## config.mk

```make
export PLATFORM = sky130hd
export DESIGN_NAME = tick_capture_timer
export DESIGN_NICKNAME = d
export VERILOG_FILES = /design/src/rtl/tct_pkg.sv /design/src/rtl/tct_edge_sync.sv /design/src/rtl/tct_capture.sv /design/src/rtl/tct_timebase.sv /design/src/rtl/tick_capture_timer.sv
export SDC_FILE = /design/constraint.sdc
export NUM_CORES = 1
export LEC_CHECK = 0
export ABC_AREA = 1
export CORE_ASPECT_RATIO = 2
export CORE_MARGIN = 2
export CORE_UTILIZATION = 57
export DETAILED_ROUTE_END_ITERATION = 8
export PLACE_DENSITY_LB_ADDON = 0.05
export SLEW_MARGIN = 20
export SYNTH_ARGS = -nofsm -noshare
export SYNTH_HDL_FRONTEND = slang
export SYNTH_HIERARCHICAL = 1
export SYNTH_SLANG_ARGS = --single-unit
export TNS_END_PERCENT = 30
```

## constraint.sdc

```tcl
create_clock -name clk -period 3.1 [get_ports clk]
set_clock_uncertainty 0.15 [all_clocks]
set_input_delay 0.465 -clock clk [delete_from_list [all_inputs] [get_ports clk]]
set_output_delay 0.465 -clock clk [all_outputs]
set_load 0.005 [all_outputs]
```

## src/rtl/tct_pkg.sv

```systemverilog
package tct_pkg;

  // Control byte, upper five bits; low three bits read as zero.
  typedef struct packed {
    logic cap_ie;    // bit 7
    logic cap_flag;  // bit 6
    logic tb_sel;    // bit 5
    logic tb_ie;     // bit 4
    logic tb_flag;   // bit 3
  } ctrl_view_t;

  function automatic logic [7:0] pack_ctrl(ctrl_view_t v);
    return {v, 3'b000};
  endfunction

  function automatic int unsigned tb_period(logic sel, int unsigned p_short,
                                            int unsigned p_long);
    return sel ? p_long : p_short;
  endfunction

endpackage

```

## src/rtl/tct_edge_sync.sv

```systemverilog
module tct_edge_sync #(
  parameter int SYNC_STAGES = 2
) (
  input  logic clk,
  input  logic rst_n,
  input  logic pin_i,
  output logic edge_o
);
  // chain[SYNC_STAGES-1] is the synchronized level, chain[SYNC_STAGES] its previous value
  logic [SYNC_STAGES:0] chain;

  always_ff @(posedge clk or negedge rst_n) begin
    if (!rst_n) chain <= '0;
    else        chain <= {chain[SYNC_STAGES-1:0], pin_i};
  end

  assign edge_o = chain[SYNC_STAGES] ^ chain[SYNC_STAGES-1];
endmodule

```

## src/rtl/tct_capture.sv

```systemverilog
module tct_capture #(
  parameter int CNT_W = 8
) (
  input  logic             clk,
  input  logic             rst_n,
  input  logic             edge_i,
  input  logic             clr_i,
  output logic [CNT_W-1:0] cap_val_o,
  output logic             cap_flag_o,
  output logic             cap_evt_o
);
  logic [CNT_W-1:0] free_cnt;

  assign cap_evt_o = edge_i & ~cap_flag_o;

  always_ff @(posedge clk or negedge rst_n) begin
    if (!rst_n) begin
      free_cnt   <= '0;
      cap_val_o  <= '0;
      cap_flag_o <= 1'b0;
    end else begin
      free_cnt <= free_cnt + 1'b1;
      if (cap_evt_o) cap_val_o <= free_cnt;
      if (cap_evt_o)  cap_flag_o <= 1'b1;
      else if (clr_i) cap_flag_o <= 1'b0;
    end
  end

  AST_CAP_HOLD: assert property (@(posedge clk) disable iff (!rst_n)
    cap_flag_o |=> $stable(cap_val_o));
  AST_CAP_SET: assert property (@(posedge clk) disable iff (!rst_n)
    cap_evt_o |=> cap_flag_o);
  AST_CAP_ONLY_CLR: assert property (@(posedge clk) disable iff (!rst_n)
    $fell(cap_flag_o) |-> $past(clr_i));
endmodule

```

## src/rtl/tct_timebase.sv

```systemverilog
module tct_timebase #(
  parameter int unsigned PER_SHORT = 8000,
  parameter int unsigned PER_LONG  = 16000
) (
  input  logic clk,
  input  logic rst_n,
  input  logic sel_i,
  input  logic clr_i,
  output logic tick_o,
  output logic flag_o
);
  localparam int TB_W = $clog2(PER_LONG + 1);

  logic [TB_W-1:0] tb_cnt;
  logic [TB_W-1:0] last_val;

  assign last_val = TB_W'(tct_pkg::tb_period(sel_i, PER_SHORT, PER_LONG) - 1);
  assign tick_o   = (tb_cnt >= last_val);

  always_ff @(posedge clk or negedge rst_n) begin
    if (!rst_n) begin
      tb_cnt <= '0;
      flag_o <= 1'b0;
    end else begin
      tb_cnt <= tick_o ? '0 : tb_cnt + 1'b1;
      if (tick_o)     flag_o <= 1'b1;
      else if (clr_i) flag_o <= 1'b0;
    end
  end

  AST_TB_WRAP: assert property (@(posedge clk) disable iff (!rst_n)
    tick_o |=> (tb_cnt == '0));
  AST_TB_SET_WINS: assert property (@(posedge clk) disable iff (!rst_n)
    tick_o |=> flag_o);
  AST_TB_CLR: assert property (@(posedge clk) disable iff (!rst_n)
    (clr_i && !tick_o) |=> !flag_o);
endmodule

```

## src/rtl/tick_capture_timer.sv

```systemverilog
module tick_capture_timer #(
  parameter int          DATA_W      = 8,
  parameter int          SYNC_STAGES = 2,
  parameter int unsigned PER_SHORT   = 8000,
  parameter int unsigned PER_LONG    = 16000
) (
  input  logic              clk,
  input  logic              rst_n,
  input  logic              bus_addr,
  input  logic              bus_rd,
  input  logic              bus_wr,
  input  logic [DATA_W-1:0] bus_wdata,
  output logic [DATA_W-1:0] bus_rdata,
  input  logic              cap_pin,
  output logic              cap_irq,
  output logic              tb_irq
);
  import tct_pkg::*;

  logic              cap_ie, tb_sel, tb_ie;
  logic              pin_edge, cap_evt, cap_flag;
  logic [DATA_W-1:0] cap_val;
  logic              tb_tick, tb_flag;
  logic              rd_ctrl, rd_cap, wr_ctrl;
  logic              unused_wbits;
  ctrl_view_t        ctrl_now;

  assign rd_ctrl      = bus_rd & ~bus_addr;
  assign rd_cap       = bus_rd &  bus_addr;
  assign wr_ctrl      = bus_wr & ~bus_addr;
  assign unused_wbits = ^{bus_wdata[6], bus_wdata[3:0]};

  tct_edge_sync #(.SYNC_STAGES(SYNC_STAGES)) u_sync (
    .clk(clk), .rst_n(rst_n), .pin_i(cap_pin), .edge_o(pin_edge));

  tct_capture #(.CNT_W(DATA_W)) u_cap (
    .clk(clk), .rst_n(rst_n), .edge_i(pin_edge), .clr_i(rd_cap),
    .cap_val_o(cap_val), .cap_flag_o(cap_flag), .cap_evt_o(cap_evt));

  tct_timebase #(.PER_SHORT(PER_SHORT), .PER_LONG(PER_LONG)) u_tb (
    .clk(clk), .rst_n(rst_n), .sel_i(tb_sel), .clr_i(rd_ctrl),
    .tick_o(tb_tick), .flag_o(tb_flag));

  always_ff @(posedge clk or negedge rst_n) begin
    if (!rst_n) begin
      cap_ie <= 1'b0;
      tb_sel <= 1'b0;
      tb_ie  <= 1'b0;
    end else if (wr_ctrl) begin
      cap_ie <= bus_wdata[7];
      tb_sel <= bus_wdata[5];
      tb_ie  <= bus_wdata[4];
    end
  end

  assign ctrl_now = '{cap_ie: cap_ie, cap_flag: cap_flag, tb_sel: tb_sel,
                      tb_ie: tb_ie, tb_flag: tb_flag};

  always_ff @(posedge clk or negedge rst_n) begin
    if (!rst_n)      bus_rdata <= '0;
    else if (bus_rd) bus_rdata <= bus_addr ? cap_val : pack_ctrl(ctrl_now);
  end

  assign cap_irq = cap_flag & cap_ie;
  assign tb_irq  = tb_flag & tb_ie;

  AST_RDATA_HOLD: assert property (@(posedge clk) disable iff (!rst_n)
    !bus_rd |=> $stable(bus_rdata));
  AST_CAP_EVT_GATED: assert property (@(posedge clk) disable iff (!rst_n)
    cap_evt |-> !cap_flag);
  AST_CAP_IRQ_MASK: assert property (@(posedge clk) disable iff (!rst_n)
    !cap_ie |-> !cap_irq);
  AST_TB_IRQ_MASK: assert property (@(posedge clk) disable iff (!rst_n)
    !tb_ie |-> !tb_irq);
endmodule

```

==> out/results.ini, run 1 <==
[status]
status = complete, no violations

[synth]
synth-compound-area-share_pct = 2.85
synth_seq_cells = 46
yosys_warnings = 6
yosys-top-cells-area = dfrtp_1 (52%), nand2_1 (13%), nand3_1 (5.7%), inv_1 (5.1%), nor2_1 (3.9%)
synth_fa_ha_area_share_pct = 2.85
yosys.area_share.simple_pct = 30.0
netlist_top_cells_count = nand2_1 (79), dfrtp_1 (46), inv_1 (30)
yosysSeqAreaShare_pct = 52.4
synth_edf_count = 0
synth-async-reset-ratio_pct = 100
synth.most_common_cell = nand2_1
postSynthCellCount = 257
netlist_area_mm2 = 0.00220
synthFlopType = dfrtp_1
synth_top_area_share_pct = 52.4
synth.distinct_cells = 21
synth_area_per_cell_um2 = 8.55
synth_xor_area_share_pct = 3.99
yosys.area.top_type = dfrtp_1
synth_top_family_by_area = simple AND/OR/NAND/NOR gates
muxShareOfSynthArea_pct = 0
synth.net_count = 276

[cts]
clock_path_buffers = 2
cts_sinks = 46
cts.repair.resized = 0
cts_hold_buf = 0
cts_buffers = 5
cts_root_buffer = clkbuf_8
cts-htree-levels = 2
clkTransAtPathRegs_ns = 0.08
clk_latency_ns = 0.29
cts_tree = done
post_cts_buffers = 0

[route]
ant_nets = 0
drc = 0
dr.pass1.iters = 4
vias = 1631
drt-initial-drc-count = 39
routed_wirelength_um = 3860
routedWlPerCell_um = 11.7
viasPerCell = 4.94

[timing]
final.setup.tns_ns = 0
setup_slack_ns = 1.22
hold_viol_final = 0
rsz0062_at_grt = false
setup_viol = 0
max_freq_ghz = 0.532
slew_headroom_pct = 63.2
min_period_ns = 1.88
finalCritPeriodShare_pct = 60.6
tightestPinTransition_ns = 0.552
slew_viol_final = 0

[setup_path]
critPathRequiredTime_ns = 2.48
cp-start-kind = flop
rr_worst_depth = 9
worst-path-max-fanout = 3
end_kind = primary output
critPathKind = reg -> out
arrival_ns = 1.26

[power_and_ir_drop]
power_mw = 1.37
cellPowerDensity_mw_per_mm2 = 543
leakagePower_nw = 1.27
peakVddDrop_mv = 0.388

[grt]
grt_pass1_wl_um = 6630
grt_max_degree = 47
grt.total_usage_pct = 20.6
grt_pass1_vias = 1594
grt_remaining_overflow = 0
antenna_found_initial = 0

[place]
place_ws_ns = 1.15
hpwlAfterDp_um = 2710
postPlaceCellArea_mm2 = 0.00239
gp_congestion = 0.834
io_buffers = 18

[final_layout]
final_area_mm2 = 0.00253
fin_nets = 297
drive_gt1_share_pct = 9.32
syn_to_final_growth_pct = 15.2
antenna_cells = 0
utilization_pct = 67.3

[floorplan]
core.rowCount = 32
die_h_um = 91.8
coreArea_mm2 = 0.00376
ios = 24
die_area_mm2 = 0.00440
fp.dieW_um = 47.9
initial_core_util_pct = 58.4

[job]
maxCapViolCount = 0

[hold_path]
min_path_type = in -> async

-- per-layer routing --
layer | part of all wire [%] | GRT usage, % | routed length, um
met1 | 43 | 25.5 | 1650
met5 | 0 | 0 | 0
met2 | 52 | 33.0 | 2000
met4 | 0.99 | 8.56 | 38
met3 | 4.2 | 4.33 | 162
-- worst max-delay path, cell delays in order (launching register included) --
cell             delay, ns
dfrtp_1               0.38
nand2_1               0.06
inv_1                 0.05
clkdlybuf4s50_1       0.49
-- per-stage QoR --
step	cells	hold WS, ns
floorplan	257	0.0194
global placement	322	0.183
detailed placement	322	0.185
CTS	330	0.204
global route	330	0.0530
finish	330	0.00661
-- logic make-up after synthesis --
logic type,after synthesis
simple gates,147
flops,46
buf+inv,37
compound gates,12
xor+xnor,10
fa+ha+maj,5
-- layout make-up --
cell class | instances | area [um2]
multi-input cells | 174 | 872
flip-flops and latches | 46 | 1150
inverters | 33 | 124
fillers | 347 | 1230
clock inverters | 2 | 60.1
clock buffers | 6 | 82.6
well taps | 51 | 63.8
repair buffers | 18 | 178
-- worst paths after layout --
| check | start | end | slack, ns |
|---|---|---|---|
| max | u_cap/cap_flag_o$_DFFE_PN0P_ | cap_irq | 1.22 |
| min reg2reg | u_sync/chain[0]$_DFF_PN0_ | u_sync/chain[1]$_DFF_PN0_ | 0.20 |
| min in group clk | u_sync/chain[0]$_DFF_PN0_ | u_sync/chain[1]$_DFF_PN0_ | 0.20 |
| min | rst_n | bus_rdata[2]$_DFFE_PN0P_ | 0.007 |
| max in group asynchronous | rst_n | u_tb/tb_cnt[2]$_DFF_PN0_ | 2.41 |
| max reg2reg | tb_sel$_DFFE_PN0P_ | u_tb/tb_cnt[13]$_DFF_PN0_ | 1.35 |
-- power by group --
part / internal [mW] / total [mW] / switching (mW)
Combinational: 0.0755 / 0.148 / 0.0728
Clock: 0.344 / 0.532 / 0.189
Sequential: 0.658 / 0.693 / 0.0344
-- placed cells by master, fill, tap and decap left out --
cell,count
dfrtp_1,46
xor2_1,8
inv_2,3
nor2_2,9
nor3_4,1
buf_4,1
nand3_4,1
ha_1,5
nor2_1,23
inv_1,30
nand2_4,1
nand2_1,79
nand4_1,6
nand3_1,25
bufinv_16,2
o21bai_1,1
clkdlybuf4s50_1,17
o21ai_0,8
o21ai_1,3
xnor2_1,2
clkbuf_8,6
nand2_2,2
-- state kept, by name (all words and copies together) (netlist names), 3 cells and up --
| register | cells |
|---|---|
| bus_rdata | 8 |
| u_cap/free_cnt | 8 |
| u_cap/cap_val_o | 8 |
| u_sync/chain | 3 |
| u_tb/tb_cnt | 14 |
(Power assumes the default switching activity.)
==> run 2: changes to the inputs <==
--- a/config.mk
+++ b/config.mk
@@ -8,7 +8,7 @@
 export ABC_AREA = 1
 export CORE_ASPECT_RATIO = 2
 export CORE_MARGIN = 2
-export CORE_UTILIZATION = 57
+export CORE_UTILIZATION = 50
 export DETAILED_ROUTE_END_ITERATION = 8
 export PLACE_DENSITY_LB_ADDON = 0.05
 export SLEW_MARGIN = 20
==> constraint.sdc (replaced) <==
create_clock -name clk -period 1.5 [get_ports clk]
set_clock_uncertainty 0.15 [all_clocks]
set_input_delay 0.225 -clock clk [delete_from_list [all_inputs] [get_ports clk]]
set_output_delay 0.225 -clock clk [all_outputs]
set_load 0.005 [all_outputs]
==> run 2 against run 1 <==
  * The run now ends with setup timing left
  * Final cell count up 7.6%
  * Non-clock buffer count grew 21
  * Wire length rose by 16%
  * Cell area up 7.8%
  * Count of clock-buffer cells in the layout unchanged
  * Register-to-register slack lost 1.4 ns
  * Sequential power is 100% higher
  * Utilization down 3.8 points
  * Critical endpoint is now u_tb/tb_cnt[2]$_DFF_PN0_
==> out/results.ini, run 2 (synthesis results as in run 1) <==
[setup_path]
cp-start-kind = flop
crit_family = simple AND/OR/NAND/NOR gates
critPathRequiredTime_ns = 1.54  ; -0.94 ns
critPathMostFrequentCell = nand2_1
end_kind = flop
worst-path-max-fanout = 7  ; +4
critPathKind = reg -> reg
cp-startpoint = tb_sel$_DFFE_PN0P_
arrival_ns = 1.61  ; +0.35 ns
cpMaxStageDelayCell = dfrtp_1
critPathBufInv = 2  ; unchanged
r2r-start = tb_sel$_DFFE_PN0P_
max_stage_delay_ns = 0.39  ; -0.10 ns
path_cells = inv_2 -> ha_4 -> nand2_1 -> inv_1 -> nand2_1 -> nor2_1 -> nand2_2 -> nand3_4 -> nor2_2

[final_layout]
layout_common_cells = nand2_1 (78), dfrtp_1 (46), inv_1 (29)
fin_nets = 319  ; +7.4%
final_area_mm2 = 0.00273  ; +7.8%
multi_input_area_um2 = 907  ; +4.0%
num-fill-cells = 392  ; +13%
antenna_cells = 0  ; unchanged
largest_reg_flops = 14  ; unchanged
drive_gt1_share_pct = 16.9  ; +7.6 points
largest-register = u_tb/tb_cnt
utilization_pct = 63.5  ; -3.8 points
final_common_cell = nand2_1
syn_to_final_growth_pct = 24.1
regArea_mm2 = 0.00115  ; unchanged

[cts]
clock_path_buffers = 2  ; unchanged
cts_tree = done
cts_root_buffer = clkbuf_8
cts-htree-levels = 2  ; unchanged
clkTransAtPathRegs_ns = 0.09  ; about the same
cts_sinks = 46  ; unchanged
cts_buffers = 5  ; unchanged
clk_latency_ns = 0.29  ; about the same

[timing]
max_freq_ghz = 0.639
final.setup.tns_ns = -0.879  ; -0.879 ns
setup_slack_ns = -0.0647  ; -1.28 ns
tightestPinTransition_ns = 0.349  ; -0.203 ns
slew_headroom_pct = 76.8  ; +14 points
setup_viol = 15  ; +15
slew_viol_final = 0  ; unchanged
rsz0062_at_grt = true
fin_hold_ws_ns = 0.206  ; +0.200 ns
hold_viol_final = 0  ; unchanged
finalCritPeriodShare_pct = 104
min_period_ns = 1.56

[grt]
grt.met1_usage_pct = 21.2  ; -4.3 points
grt_use_met2_pct = 39.4  ; +6.4 points
grt_pass1_vias = 1735  ; +8.8%
grt.total_usage_pct = 21.2  ; +0.62 points
grt_remaining_overflow = 0  ; unchanged
grt_pass1_wl_um = 7730  ; +17%
use_met3_pct = 3.67  ; -0.66 points
grt.busiest_layer = met2
grt_max_degree = 34  ; -28%
antenna_found_initial = 0  ; unchanged

[floorplan]
ios = 24  ; unchanged
die_h_um = 97.7  ; +6.5%
die_area_mm2 = 0.00497  ; +13%
initial_core_util_pct = 51.1  ; -7.2 points
fp.dieW_um = 50.9  ; +6.2%
core.rowCount = 34  ; +6.3%
coreArea_mm2 = 0.00430  ; +14%

[route]
routedWlPerCell_um = 12.6  ; +8.2%
viasPerCell = 4.89  ; -1.1%
ant_nets = 0  ; unchanged
drc = 0  ; unchanged
vias = 1735  ; +6.4%
routed_wirelength_um = 4490  ; +16%
drt-initial-drc-count = 33  ; -15%
dr.pass1.iters = 4  ; unchanged

[power_and_ir_drop]
power_mw = 2.87  ; +110%
cellPowerDensity_mw_per_mm2 = 1050  ; +94%
leakagePower_nw = 1.43  ; +12%
peakVddDrop_mv = 0.870  ; +120%

[place]
hpwlAfterDp_um = 3400  ; +26%
postPlaceCellArea_mm2 = 0.00252  ; +5.7%
io_buffers = 18  ; unchanged
gp_congestion = 0.772  ; -7.4%

[status]
status = finished with violations
violations = setup timing

[hold_path]
min_path_type = in -> async

[job]
maxCapViolCount = 0  ; unchanged

## run 2: timing repair
item | 4_1_cts | 5_1_grt
resized for setup | 14 | 1
endpoints found under the setup margin | 25 | 15
gates cloned | 1 | 0
hold buffers | 1 | 0
endpoints found under the hold margin | 15 | 0
buffers inserted | 4 | 0
pin swaps | 6 | 2
## run 2: worst reg2reg max path, stage by stage (launching register included)
cell and delay, ns:
dfrtp_1 0.39, inv_2 0.07, ha_4 0.25, nand2_1 0.04, inv_1 0.05, nand2_1 0.07
nor2_1 0.12, nand2_2 0.12, nand3_4 0.16, nor2_2 0.04
## run 2: cell type report
cell class              instances  share of cell area (%)
flip-flops and latches         46                    42.2
multi-input cells             175                    33.3
repair buffers                 39                    12.3
inverters                      33                    4.54
clock buffers                   6                    3.03
well taps                      54                    2.48
clock inverters                 2                    2.20
## run 2: through the flow
step	cells	setup WS [ns]
after global routing	355	-0.148
after global placement	341	-0.106
after detailed placement	341	-0.130
final	355	-0.0647
after CTS	355	-0.0691
after floorplan	257	-0.0341
## run 2: path summary, 6_finish.rpt
check,to,slack (ns),cells past startpoint
min in group clk,u_sync/chain[1]$_DFF_PN0_,0.21,0
worst min register to register,u_sync/chain[1]$_DFF_PN0_,0.21,0
worst max register to register,u_tb/tb_cnt[2]$_DFF_PN0_,-0.06,9
max in group asynchronous,bus_rdata[0]$_DFFE_PN0P_,0.50,3
worst min-delay path,tb_sel$_DFFE_PN0P_,0.21,2
worst max-delay path,u_tb/tb_cnt[2]$_DFF_PN0_,-0.06,9
## run 2: metal layers
layer  share of wire, %  vias to the layer above
met5                  0                        -
met4                4.4                        0
met3                1.7                       15
met2                 57                       27
met1                 37                      803
li1                   -                      890
## run 2: power by group
group	total (mW)	leakage, nW	internal, mW	switching [mW]
logic	0.328	0.774	0.160	0.169
clock network	1.12	0.0714	0.710	0.405
registers	1.42	0.582	1.36	0.0634
total	2.87	1.43	2.23	0.637
==> run 3: changes to the inputs <==
--- a/config.mk
+++ b/config.mk
@@ -9,6 +9,7 @@
 export CORE_ASPECT_RATIO = 2
 export CORE_MARGIN = 2
 export CORE_UTILIZATION = 50
+export CTS_BUF_LIST = sky130_fd_sc_hd__clkbuf_16
 export DETAILED_ROUTE_END_ITERATION = 8
 export PLACE_DENSITY_LB_ADDON = 0.05
 export SLEW_MARGIN = 20
==> run 3 against run 2 <==
  * Utilization up 1.3 points
  * Largest cell class unchanged
  * Setup slack worse by 0.012 ns
  * Die area unchanged
  * Wire length up 2.3%
  * The run still ends with setup timing left
  * Combinational power up 1%
  * Sequential cell count unchanged
  * Critical path depth unchanged
  * Highest routed layer unchanged
  * Clock power up 23%
  * Register-to-register slack about the same
  * Count of clock-buffer cells in the layout down 1
  * First-iteration DRC count down 3.0%
  * Sequential power about the same
==> out/results.ini, run 3 (synthesis results as in run 1) <==
[status]
status = finished with violations
violations = setup timing

[place]
hpwlAfterDp_um = 3400  ; unchanged
gp_congestion = 0.772  ; unchanged
place_inst = 341  ; unchanged
io_buffers = 18  ; unchanged

[timing]
rsz0062_at_grt = true
slew_viol_final = 0  ; unchanged
tightestPinTransition_ns = 0.351  ; +0.00232 ns
setup_slack_ns = -0.0768  ; -0.0120 ns
finalCritPeriodShare_pct = 105  ; +0.80 points
max_freq_ghz = 0.634  ; -0.76%
hold_viol_final = 0  ; unchanged
slew_headroom_pct = 76.6  ; -0.15 points
setup_viol = 15  ; unchanged
min_period_ns = 1.58  ; +0.0120 ns
fin_hold_ws_ns = 0.206  ; +0.0000340 ns

[floorplan]
initial_core_util_pct = 51.1  ; unchanged
fp.dieW_um = 50.9  ; unchanged
die_h_um = 97.7  ; unchanged
die_area_mm2 = 0.00497  ; unchanged
ios = 24  ; unchanged
core.rowCount = 34  ; unchanged
coreArea_mm2 = 0.00430  ; unchanged

[setup_path]
r2r_end = u_tb/tb_cnt[5]$_DFF_PN0_
critPathKind = reg -> reg
r2r-start = tb_sel$_DFFE_PN0P_
ff2ff_setup_slack_ns = -0.08  ; about the same
critPathRequiredTime_ns = 1.52  ; -0.02 ns
end_kind = flop
cp-start-kind = flop
worst-path-max-fanout = 7  ; unchanged
rr_worst_depth = 9  ; unchanged
arrival_ns = 1.60  ; about the same

[cts]
clock_path_buffers = 2  ; unchanged
clk_latency_ns = 0.28  ; about the same
cts_tree = done
clkTransAtPathRegs_ns = 0.06  ; -0.03 ns
cts-htree-levels = 2  ; unchanged
cts_buffers = 5  ; unchanged
cts_root_buffer = clkbuf_16
cts_sinks = 46  ; unchanged

[route]
routedWlPerCell_um = 12.9  ; +2.3%
drt-initial-drc-count = 32  ; -3.0%
vias = 1746  ; +0.63%
viasPerCell = 4.92  ; +0.63%
routed_wirelength_um = 4590  ; +2.3%
dr.pass1.iters = 4  ; unchanged
ant_nets = 0  ; unchanged
drc = 0  ; unchanged

[final_layout]
final_cells = 355  ; unchanged
largest-register = u_tb/tb_cnt
antenna_cells = 0  ; unchanged
num-fill-cells = 385  ; -1.8%
final_common_cell = nand2_1
largest_reg_flops = 14  ; unchanged
fin_nets = 319  ; unchanged
layout_common_cells = nand2_1 (76), dfrtp_1 (46), inv_1 (29)
syn_to_final_growth_pct = 26.6
drive_gt1_share_pct = 17.6  ; +0.66 points

[power_and_ir_drop]
peakVddDrop_mv = 0.977  ; +12%
cellPowerDensity_mw_per_mm2 = 1130  ; +7.4%
leakagePower_nw = 1.45  ; +1.5%
power_mw = 3.14  ; +9.5%

[hold_path]
min_path_type = reg -> reg
hp-start = u_sync/chain[0]$_DFF_PN0_
min_to = u_sync/chain[1]$_DFF_PN0_
hold_depth = 0

[grt]
antenna_found_initial = 0  ; unchanged
grt.total_usage_pct = 21.7  ; +0.51 points
grt_pass1_vias = 1795  ; +3.5%
grt_remaining_overflow = 0  ; unchanged
grt_pass1_wl_um = 7910  ; +2.3%
grt_max_degree = 34  ; unchanged

[job]
maxCapViolCount = 0  ; unchanged

==> run 3: worst max path at each step <==
stage	start	to	slack [ns]
2_1_floorplan	tb_sel$_DFFE_PN0P_	u_tb/tb_cnt[3]$_DFF_PN0_	-0.03
3_3_place_gp	tb_sel$_DFFE_PN0P_	u_tb/tb_cnt[12]$_DFF_PN0_	-0.11
3_5_place_dp	tb_sel$_DFFE_PN0P_	u_tb/tb_cnt[13]$_DFF_PN0_	-0.13
4_1_cts	tb_sel$_DFFE_PN0P_	u_tb/tb_cnt[2]$_DFF_PN0_	-0.06
5_1_grt	tb_sel$_DFFE_PN0P_	u_tb/tb_cnt[13]$_DFF_PN0_	-0.14
6_report	tb_sel$_DFFE_PN0P_	u_tb/tb_cnt[5]$_DFF_PN0_	-0.08
==> run 3: power by group <==
group | leakage (nW) | internal (mW) | switching (mW)
logic | 0.776 | 0.161 | 0.171
registers | 0.582 | 1.36 | 0.0645
clock network | 0.0915 | 0.948 | 0.434
total | 1.45 | 2.47 | 0.670
==> run 3: per-layer routing <==
layer	global-route usage, %	routed length, um	part of all wire, %	vias up
met4	13.5	215	4.7	0
met1	21.0	1650	36	819
met5	0	0	0	-
met2	40.1	2640	57	25
li1	-	-	-	887
met3	3.98	92	2.0	15
==> run 3: worst max-delay path, stage by stage (launching register included) <==
cell     delay [ns]
dfrtp_1        0.38
inv_2          0.07
ha_4           0.26
nand2_2        0.03
inv_1          0.06
nand2_2        0.06
nor2_2         0.11
nand2_2        0.12
nand3_4        0.18
nor2_2         0.04
==> run 3: final cells by class <==
cell class,count,area (um2),area share (%)
timing repair buffer,39,335,12.1
clock inverter,3,63.8,2.29
clock buffer,5,125,4.50
tap,54,67.6,2.43
multi-input combinational,175,915,32.9
inverter,33,124,4.45
sequential,46,1150,41.4
==> run 3: timing repair <==
action                     CTS  global route
pin swaps                    5             2
gates cloned                 1             0
hold buffers                 1             0
setup buffers                4             0
setup endpoints to repair   25            15
hold endpoints to repair    13             0
resized for setup           14             4
==> run 3: stage by stage <==
stage / setup WS (ns) / TNS [ns] / utilization [%] / instance area (um2)
after detailed placement: -0.130 / -1.45 / 58.7 / 2520
final: -0.0768 / -1.02 / 64.7 / 2780
after floorplan: -0.0341 / -0.286 / - / 2200
after CTS: -0.0631 / -0.800 / 64.5 / 2770
after global placement: -0.106 / -1.20 / 58.7 / 2520
after global routing: -0.145 / -2.02 / 64.7 / 2780
